==> src/rtl/bira_pkg.sv <==
package bira_pkg;

  typedef enum logic [1:0] {
    ST_IDLE = 2'd0,
    ST_RUN  = 2'd1,
    ST_PASS = 2'd2,
    ST_FAIL = 2'd3
  } bira_state_e;

  // number of set bits in a vector of up to 64 bits
  function automatic int unsigned ones64(input logic [63:0] v);
    int unsigned n;
    n = 0;
    for (int i = 0; i < 64; i++) n += int'(v[i]);
    return n;
  endfunction

  // lowest code holding `w` ones in `k` bits: all rows first
  function automatic logic [63:0] first_code(input int k, input int w);
    logic [63:0] r;
    r = '0;
    for (int i = 0; i < 64; i++) if (i < w && i < k) r[i] = 1'b1;
    return r;
  endfunction

  // highest code: all columns first
  function automatic logic [63:0] last_code(input int k, input int w);
    logic [63:0] r;
    r = '0;
    for (int i = 0; i < 64; i++) if (i >= k - w && i < k) r[i] = 1'b1;
    return r;
  endfunction

  // next larger value with the same number of ones (x must be non-zero)
  function automatic logic [63:0] next_code(input logic [63:0] x);
    logic [63:0] low, rip, mix;
    int unsigned tz;
    low = x & (~x + 64'd1);
    rip = x + low;
    mix = rip ^ x;
    tz  = 0;
    for (int i = 63; i >= 0; i--) if (low[i]) tz = i;
    return ((mix >> 2) >> tz) | rip;
  endfunction

endpackage

==> src/rtl/bira_row_store.sv <==
module bira_row_store #(
  parameter int ROW_W = 4,
  parameter int SLOTS = 2
) (
  input  logic                   clk,
  input  logic                   rst_n,
  input  logic                   clr,
  input  logic                   wr_en,
  input  logic [ROW_W-1:0]       wr_row,
  input  logic [ROW_W-1:0]       look_row,
  output logic                   hit,
  output logic                   full,
  output logic [SLOTS*ROW_W-1:0] rows_flat,
  output logic [SLOTS-1:0]       vld
);
  localparam int FILL_W = $clog2(SLOTS + 1);

  logic [ROW_W-1:0]  row_q [SLOTS];
  logic [SLOTS-1:0]  vld_q;
  logic [FILL_W-1:0] fill_q;
  logic [SLOTS-1:0]  match;

  assign full = (fill_q == FILL_W'(SLOTS));

  always_ff @(posedge clk or negedge rst_n) begin
    if (!rst_n) begin
      fill_q <= '0;
    end else if (clr) begin
      fill_q <= '0;
    end else if (wr_en && !full) begin
      fill_q <= fill_q + 1'b1;
    end
  end

  for (genvar g = 0; g < SLOTS; g++) begin : g_slot
    always_ff @(posedge clk or negedge rst_n) begin
      if (!rst_n) begin
        row_q[g] <= '0;
        vld_q[g] <= 1'b0;
      end else if (clr) begin
        vld_q[g] <= 1'b0;
      end else if (wr_en && fill_q == FILL_W'(g)) begin
        row_q[g] <= wr_row;
        vld_q[g] <= 1'b1;
      end
    end
    assign match[g] = vld_q[g] && (row_q[g] == look_row);
    assign rows_flat[g*ROW_W +: ROW_W] = row_q[g];
  end

  assign hit = |match;
  assign vld = vld_q;

  // a row pick is never requested once every slot is taken
  p_no_write_when_full_r5: assert property (@(posedge clk) disable iff (!rst_n)
    wr_en |-> !full);
  // slots fill from the bottom up
  p_slots_packed_r5: assert property (@(posedge clk) disable iff (!rst_n)
    $onehot0(vld_q + 1'b1) || (vld_q == '0));
endmodule

==> src/rtl/bira_col_vector.sv <==
module bira_col_vector
  import bira_pkg::*;
#(
  parameter int DATA_W = 8,
  parameter int NCOLS  = 2
) (
  input  logic              clk,
  input  logic              rst_n,
  input  logic              clr,
  input  logic              merge_en,
  input  logic [DATA_W-1:0] probe_bits,
  output logic [DATA_W-1:0] crv,
  output logic              covered,
  output logic              over
);
  logic [DATA_W-1:0] crv_q;
  logic [DATA_W-1:0] merged;

  assign merged  = crv_q | probe_bits;
  assign covered = ((probe_bits & ~crv_q) == '0);
  assign over    = ones64(64'(merged)) > NCOLS;
  assign crv     = crv_q;

  always_ff @(posedge clk or negedge rst_n) begin
    if (!rst_n)        crv_q <= '0;
    else if (clr)      crv_q <= '0;
    else if (merge_en) crv_q <= merged;
  end

  // the vector never holds more covered bits than there are spare columns
  p_col_budget_r6: assert property (@(posedge clk) disable iff (!rst_n)
    $countones(crv_q) <= NCOLS);
  // an overflowing column pick is never merged
  p_no_merge_over_r6: assert property (@(posedge clk) disable iff (!rst_n)
    merge_en |-> !over);
endmodule

==> src/rtl/bira_strategy_seq.sv <==
module bira_strategy_seq
  import bira_pkg::*;
#(
  parameter int NROWS = 2,
  parameter int NCOLS = 2
) (
  input  logic                   clk,
  input  logic                   rst_n,
  input  logic                   load_first,
  input  logic                   advance,
  input  logic                   consume,
  output logic [NROWS+NCOLS-1:0] code,
  output logic                   pick_col,
  output logic                   picks_left,
  output logic                   is_last
);
  localparam int STEPS = NROWS + NCOLS;
  localparam int PTR_W = $clog2(STEPS + 1);
  localparam logic [STEPS-1:0] FIRST = STEPS'(first_code(STEPS, NCOLS));
  localparam logic [STEPS-1:0] LAST  = STEPS'(last_code(STEPS, NCOLS));

  logic [STEPS-1:0] code_q;
  logic [STEPS-1:0] code_nx;
  logic [PTR_W-1:0] ptr_q;

  assign code_nx    = STEPS'(next_code(64'(code_q)));
  assign is_last    = (code_q == LAST);
  assign picks_left = (ptr_q < PTR_W'(STEPS));
  assign code       = code_q;

  always_comb begin
    pick_col = 1'b0;
    for (int i = 0; i < STEPS; i++)
      if (ptr_q == PTR_W'(i)) pick_col = code_q[STEPS-1-i];
  end

  always_ff @(posedge clk or negedge rst_n) begin
    if (!rst_n) begin
      code_q <= FIRST;
      ptr_q  <= '0;
    end else if (load_first) begin
      code_q <= FIRST;
      ptr_q  <= '0;
    end else if (advance) begin
      code_q <= code_nx;
      ptr_q  <= '0;
    end else if (consume) begin
      ptr_q  <= ptr_q + 1'b1;
    end
  end

  // every code spends exactly the column budget
  p_code_weight_r2: assert property (@(posedge clk) disable iff (!rst_n)
    $countones(code_q) == NCOLS);
  // codes only ever grow between starts
  p_code_rises_r2: assert property (@(posedge clk) disable iff (!rst_n)
    advance && !load_first |=> code_q > $past(code_q));
endmodule

==> src/rtl/bira_strategy_engine.sv <==
module bira_strategy_engine
  import bira_pkg::*;
#(
  parameter int ROW_W      = 4,
  parameter int DATA_W     = 8,
  parameter int SPARE_ROWS = 2,
  parameter int SPARE_COLS = 2
) (
  input  logic                             clk,
  input  logic                             rst_n,
  input  logic                             start,
  input  logic                             bist_fail,
  input  logic [DATA_W-1:0]                fail_map,
  input  logic [ROW_W-1:0]                 fail_row,
  input  logic                             bist_done,
  output logic                             restart,
  output logic                             repair_ok,
  output logic                             unrepairable,
  output logic [SPARE_ROWS+SPARE_COLS-1:0] strategy,
  output logic [SPARE_ROWS*ROW_W-1:0]      rep_rows,
  output logic [SPARE_ROWS-1:0]            rep_row_vld,
  output logic [DATA_W-1:0]                rep_cols
);
  bira_state_e state_q;
  logic restart_q;

  // named internal events
  logic running, fail_ev, row_hit, bits_covered, col_over;
  logic pick_col, picks_left, is_last, rows_full;
  logic need_spare, take_row, take_col, strat_break;
  logic advance_ev, give_up_ev, pass_ev, clear_ev;

  assign running     = (state_q == ST_RUN);
  assign fail_ev     = running && bist_fail;
  assign need_spare  = fail_ev && !row_hit && !bits_covered;
  assign take_row    = need_spare && picks_left && !pick_col;
  assign take_col    = need_spare && picks_left && pick_col && !col_over;
  assign strat_break = need_spare && (!picks_left || (pick_col && col_over));
  assign advance_ev  = strat_break && !is_last;
  assign give_up_ev  = strat_break && is_last;
  assign pass_ev     = running && bist_done && !strat_break;
  assign clear_ev    = start || advance_ev;

  bira_strategy_seq #(.NROWS(SPARE_ROWS), .NCOLS(SPARE_COLS)) u_seq (
    .clk        (clk),
    .rst_n      (rst_n),
    .load_first (start),
    .advance    (advance_ev),
    .consume    (take_row || take_col),
    .code       (strategy),
    .pick_col   (pick_col),
    .picks_left (picks_left),
    .is_last    (is_last)
  );

  bira_row_store #(.ROW_W(ROW_W), .SLOTS(SPARE_ROWS)) u_rows (
    .clk       (clk),
    .rst_n     (rst_n),
    .clr       (clear_ev),
    .wr_en     (take_row),
    .wr_row    (fail_row),
    .look_row  (fail_row),
    .hit       (row_hit),
    .full      (rows_full),
    .rows_flat (rep_rows),
    .vld       (rep_row_vld)
  );

  bira_col_vector #(.DATA_W(DATA_W), .NCOLS(SPARE_COLS)) u_cols (
    .clk        (clk),
    .rst_n      (rst_n),
    .clr        (clear_ev),
    .merge_en   (take_col),
    .probe_bits (fail_map),
    .crv        (rep_cols),
    .covered    (bits_covered),
    .over       (col_over)
  );

  always_ff @(posedge clk or negedge rst_n) begin
    if (!rst_n) begin
      state_q   <= ST_IDLE;
      restart_q <= 1'b0;
    end else begin
      restart_q <= advance_ev && !start;
      if (start)           state_q <= ST_RUN;
      else if (give_up_ev) state_q <= ST_FAIL;
      else if (pass_ev)    state_q <= ST_PASS;
    end
  end

  assign restart      = restart_q;
  assign repair_ok    = (state_q == ST_PASS);
  assign unrepairable = (state_q == ST_FAIL);

  // a row pick always finds a free slot
  p_row_pick_fits_r5: assert property (@(posedge clk) disable iff (!rst_n)
    take_row |-> !rows_full);
  // both verdicts are never raised together
  p_verdict_exclusive_r7: assert property (@(posedge clk) disable iff (!rst_n)
    !(repair_ok && unrepairable));
  // a restart always brings a new code and empty allocations
  p_restart_new_code_r6: assert property (@(posedge clk) disable iff (!rst_n)
    restart |-> (strategy != $past(strategy)) && (rep_row_vld == '0) && (rep_cols == '0));
  // once exhausted the analyzer stays quiet until the next start
  p_unrep_sticky_r8: assert property (@(posedge clk) disable iff (!rst_n)
    unrepairable && !start |=> unrepairable && !restart);
  // frozen repair data
  p_pass_frozen_r7: assert property (@(posedge clk) disable iff (!rst_n)
    repair_ok && !start |=> repair_ok && $stable(rep_cols) && $stable(rep_row_vld));
endmodule

==> config.mk <==
export PLATFORM = sky130hd
export DESIGN_NAME = bira_strategy_engine
export DESIGN_NICKNAME = d
export VERILOG_FILES = /design/src/rtl/bira_pkg.sv /design/src/rtl/bira_row_store.sv /design/src/rtl/bira_col_vector.sv /design/src/rtl/bira_strategy_seq.sv /design/src/rtl/bira_strategy_engine.sv
export SDC_FILE = /design/constraint.sdc
export NUM_CORES = 1
export LEC_CHECK = 0
export BUFFER_PORTS_ARGS = -buffer_cell sky130_fd_sc_hd__buf_4
export CAP_MARGIN = 20
export CORE_AREA = 8 8 90 92
export CTS_CLUSTER_SIZE = 20
export DETAILED_ROUTE_END_ITERATION = 8
export DIE_AREA = 0 0 98 100
export MAX_ROUTING_LAYER = met4
export SETUP_SLACK_MARGIN = 0.2
export SLEW_MARGIN = 20
export SYNTH_ARGS = -nofsm -noshare
export SYNTH_HDL_FRONTEND = slang
export SYNTH_SLANG_ARGS = --single-unit
==> constraint.sdc <==
create_clock -name clk -period 9.2 [get_ports clk]
set_input_delay 1.84 -clock clk [delete_from_list [all_inputs] [get_ports clk]]
set_output_delay 1.84 -clock clk [all_outputs]
set_load 0.01 [all_outputs]
### Yosys cells after proc, flatten, opt, wreduce, memory -nomap -nowiden

Index checks and enable logic that the tools add are counted.

| storage, ports and cells | value |
|---|---|
| register bits after elaboration | 30 |
| output and inout bits | 25 |
| word-level logic and storage cells | 171 |

| cells by class | value |
|---|---|
| add/subtract/negate cells | 11 |
| order comparisons | 2 |
| equality and inequality tests | 11 |
| shift-type cells | 1 |
| mux-type cells | 84 |
| bitwise gates (word level) | 8 |
| reductions and logical operators | 44 |

Operators with widths:

| cell | number |
|---|---|
| $mux W32 | 63 |
| $add A32 B1 Y32 | 6 |
| $add A4 B64 Y64 | 1 |
| $add A64 B1 Y64 const B | 1 |
| $and A4 B64 Y64 | 1 |
| $not A4 Y64 | 1 |
| $xor A64 B4 Y64 | 1 |
| $shr A62 B32 Y4 | 1 |
| $gt A32 B2 Y1 const B | 1 |
| $logic_and A1 B1 Y1 | 19 |
| $mux W8 | 2 |
| $mux W2 | 5 |
| $reduce_bool A2 Y1 | 5 |
| $logic_not A1 Y1 | 9 |
| $mux W3 | 3 |
| $and A8 B8 Y8 | 1 |
| $eq A4 B4 Y1 | 2 |
| $logic_not A8 Y1 | 1 |
| $mux W1 | 8 |
| $mux W4 | 2 |
| $not A8 Y8 | 1 |
| $or A8 B8 Y8 | 1 |
| $eq A2 B2 Y1 const B | 3 |
| $eq A3 B2 Y1 const B | 2 |
| other kinds (16) | 21 |

### Longest topological paths before layout

| depth | value |
|---|---|
| depth in word-level cells | 71 |
| depth in mapped cells | 17 |
| gate-level depth less buffers | 15 |

### Cells and area by module

Synthesis repeated with hierarchy kept, for this count alone.

| second synthesis, totals | value |
|---|---|
| cell total of the unflattened synthesis | 187 |
| area, all modules | 1860.5 um^2 |

Modules (own cells, without submodules):

| module | instances | cells each | area an instance (um^2) |
|---|---|---|---|
| bira_row_store | 1 | 53 | 651.9 |
| bira_col_vector | 1 | 64 | 544.3 |
| bira_strategy_seq | 1 | 47 | 454.2 |
| bira_strategy_engine | 1 | 23 | 210.2 |

### Least setup slack after synthesis

OpenSTA, ideal clock, no wires.

| timing path | value |
|---|---|
| kind | in2reg |
| from | in fail_map[0] |
| to | reg u_seq.code_q[3], in the netlist u_seq.code[3] |
| arrival time | 5.546 ns |
| slack | 3.542 ns |
| stages | 16 |
| path through | or2_2 -> ha_1 -> fa_1 -> inv_1 -> fa_1 -> inv_1 -> fa_1 -> inv_1 -> fa_1 -> nor2b_1 -> a21oi_1 -> a21oi_1 -> a21o_1 -> buf_2 -> a31oi_1 -> a2111oi_2 |

| between the ends | value |
|---|---|
| word-level cells in the longest chain between the ends | 14 |

Ends and longest elaborated chain:

| item | RTL line | RTL |
|---|---|---|
| start: declaration | bira_strategy_engine.sv:13 | `input logic [DATA_W-1:0] fail_map,` |
| $or A8 B8 Y8 | bira_col_vector.sv:19 | `assign merged = crv_q \| probe_bits;` |
| $add A1 B1 Y2 | bira_pkg.sv:14 | `for (int i = 0; i < 64; i++) n += int'(v[i]);` |
| $add A32 B1 Y32 (6 in series) | bira_pkg.sv:14 |  |
| $gt A32 B2 Y1 | bira_col_vector.sv:21 | `assign over = ones64(64'(merged)) > NCOLS;` |
| $logic_and A1 B1 Y1 | bira_strategy_engine.sv:38 | `assign strat_break = need_spare && (!picks_left \|\| (pick_col && col_over));` |
| $logic_or A1 B1 Y1 | bira_strategy_engine.sv:38 |  |
| $logic_and A1 B1 Y1 * | bira_strategy_engine.sv:38 |  |
| $logic_and A1 B1 Y1 * | bira_strategy_engine.sv:39 | `assign advance_ev = strat_break && !is_last;` |
| $reduce_bool A2 Y1 (no line) * | n/a |  |
| end signal: assignment | bira_strategy_seq.sv:45 | `code_q <= code_nx;` |
| end: declaration | bira_strategy_seq.sv:22 | `logic [STEPS-1:0] code_q;` |

Every way passes the cells marked *; elsewhere a longest branch is shown, timed or not.
A chain may end at the register's enable or synchronous reset.

### Worst setup path in the final report

| timing path | value |
|---|---|
| from | in fail_map[1] |
| to | reg u_seq.code_q[3], in the netlist u_seq.code[3] |

The elaborated chain is that of the path after synthesis.

==> metrics.log <==
[metrics] non-filler cells in the finished layout: between 300 and 400
[metrics] Critical Path Fanout Max: 10
[metrics] detailed-placement wirelength estimate: 3430 um
[metrics] DRC violation count after routing: 0
[metrics] largest area contributor in the synthesized netlist: dfrtp_1
[metrics] Synth top area share: 36.2%
[metrics] overall via count from detail_route: 1647
[metrics] combinational family with the most area after synthesis: compound AO/OA/AOI/OAI gates
[metrics] initial cell density of the core: 29.2%
[metrics] largest cells by area after synthesis: dfrtp_1 36%, ha_1 7.1%, inv_1 4.8%
[metrics] Hold Path Depth: 1
[metrics] Hold Startpoint: u_rows.vld[1]
[metrics] largest net degree at the start of global routing: 31
[metrics] overall routing resource usage: 10.2%
[metrics] switching power share of the total: 32.2%
[metrics] Root Buffer: clkbuf_8
[metrics] vias per inst: 5.20
[metrics] Max Fclk: 0.173 GHz
[metrics] share of final-layout standard cells stronger than drive strength 1: 31.2%
[metrics] number of nets with antenna violations after routing: 0
[metrics] path type of the worst setup path: in2reg
[metrics] number of inserted filler cells in the final layout: 685
[metrics] Sw Pwr: 129 uW
[metrics] simple-gate portion of the synthesized area: between 10% and 20%
[metrics] count of routing violations after the opening detailed-route iteration: 90
[metrics] reg2reg end: u_seq.code[3]
[metrics] transition time at the pin with the least slew margin: 653 ps
[metrics] most frequent cells after synthesis: 28 x dfrtp_1, 25 x inv_1, 13 x nor2_1
[metrics] Syn Std Cell Area: 0.00194 sq mm
[metrics] vias in the first global route: 1725
[metrics] remaining global-route overflow: 0
[metrics] worst path required time: roughly 9400 ps
[metrics] number of cells in the design after placement: between 300 and 400
[metrics] Seq pwr share: 41.8%
[metrics] synthesized-area fraction occupied by xor and xnor cells: 2.26%
[metrics] flop2flop setup slack: roughly 4700 ps
[metrics] number of hold-slack violations in the final timing report: 0
[metrics] total power per unit cell area: 168 mW/mm^2
[metrics] run status: finished, final reports clean
[metrics] category of the worst setup path capture point: flop
[metrics] reported max-cap violation count: 0
[metrics] TritonCTS buffer count: 5
[metrics] quantity of I/O buffers inserted on ports: 41
[metrics] kind of start point of the critical path: primary input
[metrics] post-placement cell area: 0.00230 sq mm
[metrics] Worst R2R Start: u_cols.crv[0]
[metrics] Sinks on Clock Net: 30
[metrics] number of iterations in the first detailed-routing pass: 4
[metrics] post-route clock period utilization: 62.7%
[metrics] post-synthesis async set-or-reset flop share: 100%
[metrics] maximum VDD drop: 0.108 mV
[metrics] Static Leak: between 1 and 1.5 nW
[metrics] number of pins with negative max-slew slack in the final report: 0
[metrics] Arrival @ worst endpoint: 5950 ps
[metrics] summed negative setup slack over all endpoints: 0 ps
[metrics] setup skew after layout: 12.0 ps
[metrics] Layout Nets: 268
[metrics] syn_area_per_cell: 9.89 sq um
[metrics] Tmin final: between 5000 and 6000 ps
[metrics] post-CTS setup repair buffer count: 0
[metrics] CTS tree: yes
[metrics] number of rows in the core area: 30
[metrics] clock input transition at the sequential cells of the worst setup and hold paths: 70 ps
[metrics] synthesized net count: 228
[metrics] signed area change from the synthesized netlist to the final layout: 23.4%
[metrics] first-pass GRT wire length: 8020 um
[metrics] Finished Cell Area: 0.00239 sq mm
[metrics] CORE AREA: 0.00664 sq mm
[metrics] setup repair after global routing missed its margin: false
[metrics] Post-Syn Instances: between 150 and 200
[metrics] worst reg2reg path depth: 15
[metrics] Hold WC Path Type: reg2reg
[metrics] clk_lat worst skew: between 200 and 300 ps
[metrics] Worst Hold Path EP: u_rows.vld[1]
[metrics] maximum buffer depth of the clock tree: 2
[metrics] portion of netlist area occupied by mux cells: 4.58%
[metrics] most used standard cell by instance count after synthesis: dfrtp_1
[metrics] number of setup violations in the final report: 0
[metrics] routed wire length: ~4700 um
[metrics] Total Die Area: 0.00980 sq mm
[metrics] yosys warns: 0
[metrics] number of synthesized register bits: 30
[metrics] internal power summed over all cells: 273 uW
[metrics] post-synthesis compound-gate area fraction: 18.5%
[metrics] maximum level of the CTS H-tree: 2
[metrics] detail-routed net length per standard cell: 14.9 um
[metrics] last weighted congestion value of the routability-driven placer: about 0.75
[metrics] adder and majority gate portion of the synthesized area: 11.2%
[metrics] number of distinct library cells after synthesis: 48
[metrics] combinational power share: a little under a third
[metrics] ports placed on the boundary: 42
[metrics] sequential area share after synthesis: 38.9%
[metrics] part of the total power dissipated in the clock network: 27.9%
[metrics] die outline height: 100 um
[metrics] number of antenna violations at the first check in global routing: 0
[metrics] Most used DFF post-synth: dfrtp_1
[metrics] number of hold buffers added after CTS: 0
[metrics] width of the chip: 98 um
[metrics] number of inserted diodes: 0
[metrics] EDFF count, synth: 0
[metrics] worst slew margin relative to its limit: between 50% and 60%
[metrics] post-cts gate resize count: 0
-- layer usage --
layer | share of wire [%] | track usage, % | wire, um | vias up
met5 | 0 | - | 0 | -
met4 | 0.57 | 3.60 | 27 | 0
met3 | 6.7 | 3.39 | 317 | 2
met2 | 44 | 15.4 | 2100 | 55
met1 | 48 | 12.5 | 2280 | 809
li1 | - | - | - | 781
-- critical path, cell delays in order --
cell       delay [ps]
buf_4             110
or2_2             290
ha_1              300
fa_1              540
inv_1              60
fa_1              530
inv_1              60
fa_1              440
inv_1              80
fa_1              400
nor2b_1           170
a21oi_1            60
a21oi_1           230
a21o_1            340
a31oi_1           140
a2111oi_2         340
-- flip-flops by register name (all words and copies together), names as in the netlist --
name              flops
u_rows.vld            2
u_rows.fill_q         2
restart               1
u_seq.ptr_q           3
u_seq.code            4
u_cols.crv            8
state_q               2
u_rows.rows_flat      8
-- power groups by stage --
stage / Clock [mW] / Sequential [mW] / Combinational, mW
finish: 0.112 / 0.168 / 0.122
global route: 0.121 / 0.171 / 0.136
CTS: 0.116 / 0.168 / 0.124
detailed placement: 0 / 0.170 / 0.124
global placement: 0 / 0.170 / 0.121
floorplan: 0 / 0.175 / 0.0681
-- final cells by class --
| cell class | count | area (sq um) | area share [%] |
|---|---|---|---|
| inverter | 25 | 93.8 | 3.92 |
| timing repair buffer | 41 | 308 | 12.9 |
| clock buffer | 6 | 82.6 | 3.45 |
| multi-input combinational | 133 | 1040 | 43.6 |
| sequential | 30 | 753 | 31.5 |
| clock inverter | 2 | 12.5 | 0.523 |
| tap | 80 | 100 | 4.18 |
-- per-stage QoR --
step                      worst slack (ps)  util [%]  hold slack, ps  power (mW)
final                                 3430      36.0             551       0.402
after global routing                  3160      36.0             571       0.428
after CTS                             3440      36.0             559       0.408
after detailed placement              3140      34.6             533       0.294
after global placement                3240      34.6             532       0.291
after floorplan                       3540         -             508       0.243
-- placed cells by master (no fill, tap or decap), types with 5 or more instances in the layout --
cell type	count
nor2_1	13
nor3_1	6
nand3_1	6
dfrtp_1	28
o21ai_0	5
a21oi_1	7
mux2_2	7
clkbuf_8	6
buf_4	41
nor2b_1	5
ha_1	11
nand2_1	5
or2_2	6
inv_1	25
o22ai_1	5
a41oi_1	8
-- worst max path at each step --
stage                      from       endpoint  cells after the start
floorplan           fail_map[0]  u_seq.code[3]                     16
CTS                 fail_map[1]  u_seq.code[3]                     16
detailed placement  fail_map[1]  u_seq.code[3]                     16
global placement    fail_map[1]  u_seq.code[3]                     16
global route        fail_map[1]  u_seq.code[3]                     16
finish              fail_map[1]  u_seq.code[3]                     16
-- logic make-up (layout without fill, tap and decap cells) --
kind of cell,Yosys count,in the layout
and+or+nand+nor,57,57
AOI/OAI and AO/OA,48,48
buffers and inverters,33,74
DFF,30,30
adders and majority gates,15,15
muxes,8,8
xor gates and xnor gates,5,5
Power figures use the tool's default switching activity.
